==> config.mk <==
export PLATFORM = sky130hd
export DESIGN_NAME = i2c_fifo_regbank
export DESIGN_NICKNAME = d
export VERILOG_FILES = /design/src/rtl/i2c_fifo_regbank.sv
export SDC_FILE = /design/constraint.sdc
export NUM_CORES = 1
export LEC_CHECK = 0
export ABC_AREA = 1
export BUFFER_PORTS_ARGS = -buffer_cell sky130_fd_sc_hd__buf_2
export CORE_ASPECT_RATIO = 0.6
export CORE_MARGIN = 3
export CORE_UTILIZATION = 60
export CTS_BUF_LIST = sky130_fd_sc_hd__clkbuf_16
export DETAILED_ROUTE_END_ITERATION = 10
export HOLD_SLACK_MARGIN = 0.12
export PLACE_DENSITY = 0.76
export SETUP_SLACK_MARGIN = 0.05
export SYNTH_ARGS = -nofsm -noshare
export SYNTH_HDL_FRONTEND = slang
export SYNTH_SLANG_ARGS = --single-unit
==> constraint.sdc <==
create_clock -name clk -period 5.8 [get_ports clk]
set_clock_uncertainty 0.15 [all_clocks]
set_input_delay 0.58 -clock clk [delete_from_list [all_inputs] [get_ports clk]]
set_output_delay 0.58 -clock clk [all_outputs]
set_load 0.02 [all_outputs]
==> src/rtl/i2c_fifo_regbank.sv <==
module i2c_fifo_regbank #(
  parameter bit ALT_MAP   = 1'b0,
  parameter int DEPTH     = 8,
  parameter int AW        = 12,
  parameter int FLUSH_CYC = 2
) (
  input  logic          clk,
  input  logic          rst_n,
  input  logic          reg_wr,
  input  logic          reg_rd,
  input  logic [AW-1:0] reg_addr,
  input  logic [31:0]   reg_wdata,
  output logic [31:0]   reg_rdata,
  input  logic          eng_tx_pop,
  output logic [31:0]   eng_tx_data,
  output logic          eng_tx_valid,
  input  logic          eng_rx_push,
  input  logic [31:0]   eng_rx_data,
  output logic          eng_rx_ready,
  input  logic          ev_pkt_done,
  input  logic          ev_all_done,
  input  logic          ev_nack,
  input  logic          ev_arb_lost,
  output logic          irq
);
  localparam int PW = (DEPTH > 1) ? $clog2(DEPTH) : 1;
  localparam int CW = $clog2(DEPTH + 1);
  localparam int FW = $clog2(FLUSH_CYC + 1);
  localparam logic [CW-1:0] FULL = CW'(DEPTH);

  function automatic logic [AW-1:0] place(input logic [AW-1:0] off);
    if (!ALT_MAP) return off;
    return (off >= AW'(12'h050)) ? off + AW'(12'h010) : off + AW'(12'h040);
  endfunction

  localparam logic [AW-1:0] A_CFG  = place(AW'(12'h000));
  localparam logic [AW-1:0] A_TXD  = place(AW'(12'h050));
  localparam logic [AW-1:0] A_RXD  = place(AW'(12'h054));
  localparam logic [AW-1:0] A_CTL  = place(AW'(12'h05C));
  localparam logic [AW-1:0] A_OCC  = place(AW'(12'h060));
  localparam logic [AW-1:0] A_MSK  = place(AW'(12'h064));
  localparam logic [AW-1:0] A_IST  = place(AW'(12'h068));
  localparam logic [AW-1:0] A_DIV  = place(AW'(12'h06C));

  function automatic logic [PW-1:0] bump(input logic [PW-1:0] p);
    return (p == PW'(DEPTH - 1)) ? '0 : p + PW'(1);
  endfunction

  logic wr_cfg, wr_txd, rd_rxd, wr_ctl, wr_msk, wr_ist, wr_div;
  assign wr_cfg = reg_wr && reg_addr == A_CFG;
  assign wr_txd = reg_wr && reg_addr == A_TXD;
  assign rd_rxd = reg_rd && reg_addr == A_RXD;
  assign wr_ctl = reg_wr && reg_addr == A_CTL;
  assign wr_msk = reg_wr && reg_addr == A_MSK;
  assign wr_ist = reg_wr && reg_addr == A_IST;
  assign wr_div = reg_wr && reg_addr == A_DIV;

  logic tx_flush_go, rx_flush_go;
  assign tx_flush_go = wr_ctl && reg_wdata[1];
  assign rx_flush_go = wr_ctl && reg_wdata[0];

  // transmit queue
  logic [31:0]   tx_mem [DEPTH];
  logic [PW-1:0] tx_wp, tx_rp;
  logic [CW-1:0] tx_cnt;
  logic          tx_full, tx_push, tx_take;
  assign tx_full = tx_cnt == FULL;
  assign tx_push = wr_txd && !tx_full;
  assign tx_take = eng_tx_pop && tx_cnt != '0 && !tx_flush_go;

  always_ff @(posedge clk) begin
    if (!rst_n || tx_flush_go) begin
      tx_wp  <= '0;
      tx_rp  <= '0;
      tx_cnt <= '0;
    end else begin
      if (tx_push) tx_wp <= bump(tx_wp);
      if (tx_take) tx_rp <= bump(tx_rp);
      tx_cnt <= tx_cnt + CW'(tx_push) - CW'(tx_take);
    end
  end

  always_ff @(posedge clk)
    if (tx_push) tx_mem[tx_wp] <= reg_wdata;

  assign eng_tx_data  = tx_mem[tx_rp];
  assign eng_tx_valid = tx_cnt != '0;

  // receive queue
  logic [31:0]   rx_mem [DEPTH];
  logic [PW-1:0] rx_wp, rx_rp;
  logic [CW-1:0] rx_cnt;
  logic          rx_put, rx_take;
  assign rx_put  = eng_rx_push && rx_cnt != FULL && !rx_flush_go;
  assign rx_take = rd_rxd && rx_cnt != '0 && !rx_flush_go;

  always_ff @(posedge clk) begin
    if (!rst_n || rx_flush_go) begin
      rx_wp  <= '0;
      rx_rp  <= '0;
      rx_cnt <= '0;
    end else begin
      if (rx_put)  rx_wp <= bump(rx_wp);
      if (rx_take) rx_rp <= bump(rx_rp);
      rx_cnt <= rx_cnt + CW'(rx_put) - CW'(rx_take);
    end
  end

  always_ff @(posedge clk)
    if (rx_put) rx_mem[rx_wp] <= eng_rx_data;

  assign eng_rx_ready = rx_cnt != FULL;

  // control: trigger levels and flush timers
  logic [2:0]    tx_trig, rx_trig;
  logic [FW-1:0] tx_fl, rx_fl;

  always_ff @(posedge clk) begin
    if (!rst_n) begin
      tx_trig <= '0;
      rx_trig <= '0;
      tx_fl   <= '0;
      rx_fl   <= '0;
    end else begin
      if (wr_ctl) begin
        tx_trig <= reg_wdata[7:5];
        rx_trig <= reg_wdata[4:2];
      end
      if (tx_flush_go)       tx_fl <= FW'(FLUSH_CYC);
      else if (tx_fl != '0)  tx_fl <= tx_fl - FW'(1);
      if (rx_flush_go)       rx_fl <= FW'(FLUSH_CYC);
      else if (rx_fl != '0)  rx_fl <= rx_fl - FW'(1);
    end
  end

  logic [CW-1:0] tx_free;
  logic          tx_req, rx_req;
  assign tx_free = FULL - tx_cnt;
  assign tx_req  = tx_free > CW'(tx_trig);
  assign rx_req  = rx_cnt  > CW'(rx_trig);

  // interrupts: bits 7:2 sticky, 1:0 live
  logic [5:0] sticky, sets, clrs;
  logic [7:0] mask;
  logic [7:0] ist;
  assign sets = {ev_pkt_done, ev_all_done, wr_txd && tx_full,
                 rd_rxd && rx_cnt == '0, ev_nack, ev_arb_lost};
  assign clrs = wr_ist ? reg_wdata[7:2] : 6'b0;
  assign ist  = {sticky, tx_req, rx_req};

  always_ff @(posedge clk) begin
    if (!rst_n) begin
      sticky <= '0;
      mask   <= '0;
    end else begin
      sticky <= (sticky & ~clrs) | sets;
      if (wr_msk) mask <= reg_wdata[7:0];
    end
  end

  assign irq = |(ist & mask) || sticky[5];

  // plain storage
  logic [31:0] cfg_q, div_q;
  always_ff @(posedge clk) begin
    if (!rst_n) begin
      cfg_q <= '0;
      div_q <= '0;
    end else begin
      if (wr_cfg) cfg_q <= reg_wdata;
      if (wr_div) div_q <= reg_wdata;
    end
  end

  // read mux
  always_comb begin
    reg_rdata = '0;
    if (reg_addr == A_CFG)      reg_rdata = cfg_q;
    else if (reg_addr == A_RXD) reg_rdata = (rx_cnt != '0) ? rx_mem[rx_rp] : '0;
    else if (reg_addr == A_CTL) reg_rdata = {24'b0, tx_trig, rx_trig, tx_fl != '0, rx_fl != '0};
    else if (reg_addr == A_OCC) reg_rdata = {24'b0, 4'(tx_free), 4'(rx_cnt)};
    else if (reg_addr == A_MSK) reg_rdata = {24'b0, mask};
    else if (reg_addr == A_IST) reg_rdata = {24'b0, ist};
    else if (reg_addr == A_DIV) reg_rdata = div_q;
  end

  // assertions
  assert_tx_bound_R3: assert property (@(posedge clk) disable iff (!rst_n)
    tx_cnt <= FULL);
  assert_ovf_flag_R3: assert property (@(posedge clk) disable iff (!rst_n)
    (wr_txd && tx_full) |=> (sticky[3] && tx_full));
  assert_eng_pop_legal_R2: assert property (@(posedge clk) disable iff (!rst_n)
    eng_tx_pop |-> eng_tx_valid);
  assert_eng_push_legal_R4: assert property (@(posedge clk) disable iff (!rst_n)
    eng_rx_push |-> eng_rx_ready);
  assert_underflow_flag_R4: assert property (@(posedge clk) disable iff (!rst_n)
    (rd_rxd && rx_cnt == '0) |=> sticky[2]);
  assert_flush_empties_R6: assert property (@(posedge clk) disable iff (!rst_n)
    tx_flush_go |=> (tx_cnt == '0 && tx_fl != '0));
  assert_w1c_nack_R8: assert property (@(posedge clk) disable iff (!rst_n)
    (wr_ist && reg_wdata[3] && !ev_nack) |=> !sticky[1]);
  assert_pkt_unmasked_R9: assert property (@(posedge clk) disable iff (!rst_n)
    sticky[5] |-> irq);
endmodule

==> flow_metrics.tcl <==
set metrics [dict create \
    gate_count_post_synth 2234 \
    xor_xnor_cell_area_share_of_the_yosys_netlist_pct 0.1378 \
    setup_violations 0 \
    post-synth-top-area-cell "edfxtp_1" \
    placement_rows 57 \
    y_dimension_of_the_die_um 165.4 \
    startpoint_class_of_the_critical_path "register" \
    area_growth_syn_to_layout_pct 12.54 \
    worstPathRequired_ns 5.07 \
    synth.net_count 2348 \
    post_route_setup_slack_ns 1.757 \
    post-synth-top-count-cell "edfxtp_1" \
    grt_overflow_total 0 \
    grt_start_max_net_pins 108 \
    floorplan.die.width_um 271.7 \
    place.detailed.instances 2843 \
    maxSlewViolCount 0 \
    synth_flop_cell "edfxtp_1" \
    fp.dieArea_mm2 0.04494 \
    slew-limit-headroom_pct 13.47 \
    gr-usage-all-layers_pct 28.13 \
    post_cts_buffers 0 \
    cts.path.max_buffers 3 \
    area_share_of_the_largest_cell_type_after_synthesis_pct 60.50 \
    initialDrtViolationCount 2524 \
    clock-root-buffer "clkbuf_16" \
    non_filler_instance_count_after_layout 2976 \
    power.density_cell_area_mw_per_mm2 346.4 \
    synth.mux.area_fraction_pct 0 \
    critical_path.endpoint_type "primary output" \
    synth_edf_count 512 \
    worst_pin_slew_ns 1.296 \
    wl_per_cell_um 21.52 \
    synth_adder_area_share_pct 1.438 \
    dp_slack_ns 1.762 \
    synthSimpleGateAreaFrac_pct 11.12 \
    timing.fmax_mhz 247.3 \
    finalInstanceArea_mm2 0.02860 \
    final_net_count 2483 \
    hpwl_um 39670 \
    core_mm2 0.04115 \
    grt_first_pass_wirelength_um 97640 \
    aggregate_routed_wire_length_um 64050 \
    detail_route.drc_violations 0 \
    finalCoreUtilization_pct 69.50 \
    cts_inserted_buffers 54 \
    async_flop_share_pct 0 \
    ir_worst_vdd_v 0.0002218 \
    firstDrtPassIters 5 \
    clk-insertion-delay-late_ns 0.59 \
    ys_seq_area_share_pct 69.48 \
    io_buffers 152 \
    avgViaCountPerCell 6.042 \
    design.portCount 153 \
    synth.cells.most_frequent "edfxtp_1, nor2_1, o21ai_0" \
    syn_avg_cell_area_um2 11.38 \
    min_period_ns 4.043 \
    yosys_warnings 0 \
    htree_levels 2 \
    clock_sinks 626 \
    cellLeakagePower_nw 10.07 \
    drv.max_cap_violation_count 0 \
    post_synth_instance_area_mm2 0.02541 \
    synth.area.top_cells "edfxtp_1, dfxtp_1, nor2_1, o21ai_0, a21oi_1" \
    number_of_synthesized_register_bits 626 \
    via_count 17980 \
    drive_gt1_share_pct 12.59 \
    result_of_the_run "finished, final reports clean" \
    grt_antenna_before_repair 2 \
    cts_tree "built" \
    finalWeightedCongestion 0.9205 \
    hold_viol 0 \
    first_global_vias 17020 \
    critical_path.max_fanout 48 \
    compound_gate_fraction_of_synth_area_pct 13.57 \
    library_cells_used_by_synthesis 39 \
    clk_pin_slew_worst_paths_ns 0.06 \
    setup.worst_path.class "reg2out" \
    timing.final.crit_share_pct 69.71 \
    synth_top_family_by_area "compound AO/OA/AOI/OAI gates" \
    antenna_violating_nets_post_route 0 \
    tns_ns 0 \
    hold_path.class "in2reg" \
    cp.arrival_ns 3.31 \
    grt_setup_unrepaired "no" \
    dpl_cell_area_mm2 0.02665 \
    start_util_pct 61.76 \
]
[stage by stage]
| stage | hold WS [ns] | power [mW] |
|---|---|---|
| floorplan | 0.2738 | 6.082 |
| global placement | 0.2833 | 6.532 |
| detailed placement | 0.2875 | 6.573 |
| CTS | 0.1207 | 9.942 |
| global route | 0.1287 | 10.30 |
| finish | 0.1384 | 9.909 |
[layout by cell type, fill, tap and decap left out, types with 2 or more instances in the layout]
cell and count:
a21oi_1 116, xor2_1 3, buf_2 152, edfxtp_1 512
and2_1 2, nor2_2 2, nor3_4 3, clkbuf_16 56
o21bai_1 2, clkinv_1 11, or2_2 3, fa_1 2
o21ai_1 35, o22ai_1 32, bufinv_16 2, dfxtp_4 2
o211ai_1 18, o221ai_1 48, nand2_2 4, nor3_2 8
o21ai_0 293, a31oi_1 63, nor2_1 430, nand3_1 83
nand2_1 144, nor3_1 5, nor2_4 9, dlygate4sd3_1 30
inv_1 134, clkinv_2 6, dfxtp_2 2, ha_1 26
diode_2 2, inv_2 12, buf_4 38, a211oi_1 7
dfxtp_1 110
[layer usage]
metal / routed length (µm) / GRT usage (%) / share of wire [%]
met2: 29420 / 44.25 / 46
met5: 0 / 0 / 0
met3: 5857 / 4.318 / 9.1
met4: 1294 / 7.233 / 2.0
met1: 27470 / 41.74 / 43
[critical path: stages, from the launching register on]
cell	delay (ns)
dfxtp_4	0.49
clkinv_2	0.60
buf_4	0.49
o21ai_0	0.26
o211ai_1	0.20
nand3_1	0.12
and2_1	0.12
nand3_1	0.09
nand2_1	0.14
inv_1	0.05
buf_2	0.15
[layout make-up]
type                       instances  area [µm²]
timing repair buffer             220        1346
multi-input combinational       1344        6777
antenna                            2       5.005
clock buffer                      56        1401
clock inverter                    45       241.5
inverter                         123       462.9
tap                              560       700.7
fill                            2971       12550
sequential                       626       17670
[report_power, final]
part           leakage [nW]  total (mW)  switching, mW  internal (mW)
Clock                 0.887        3.40           1.57           1.83
Sequential             5.55        5.09         0.0862           5.00
Combinational          3.63        1.42          0.980          0.443
Total                  10.1        9.91           2.64           7.27
[registers in the layout (all words and copies together), names as in the netlist, 4 cells and up, named ones only]
signal  flops
rx_cnt      4
tx_cnt      4
rx_mem    256
sticky      6
div_q      32
cfg_q      32
tx_mem    256
mask        8
[timing repair]
item	CTS	global route
endpoints found under the hold margin	212	0
hold buffers	30	0
gates resized for setup	0	0
[cells by family after synthesis]
family	Yosys count
buffers and inverters	264
XOR/XNOR	4
AO/OA/AOI/OAI	615
AND/OR/NAND/NOR	697
flip-flops	626
adder cells (fa/ha/maj)	28
[path summary, 6_finish.rpt]
path	startpoint	end	slack, ns	cells past startpoint
worst max register to register	rx_cnt[2]	rx_cnt[2]	2.06	14
worst min register to register	div_q[15]	div_q[15]	0.30	2
worst min-delay path	eng_rx_data[22]	rx_mem[1][22]	0.14	1
worst max-delay path	register	reg_rdata[6]	1.76	10
Note: power is estimated with default switching activity, not from simulation.
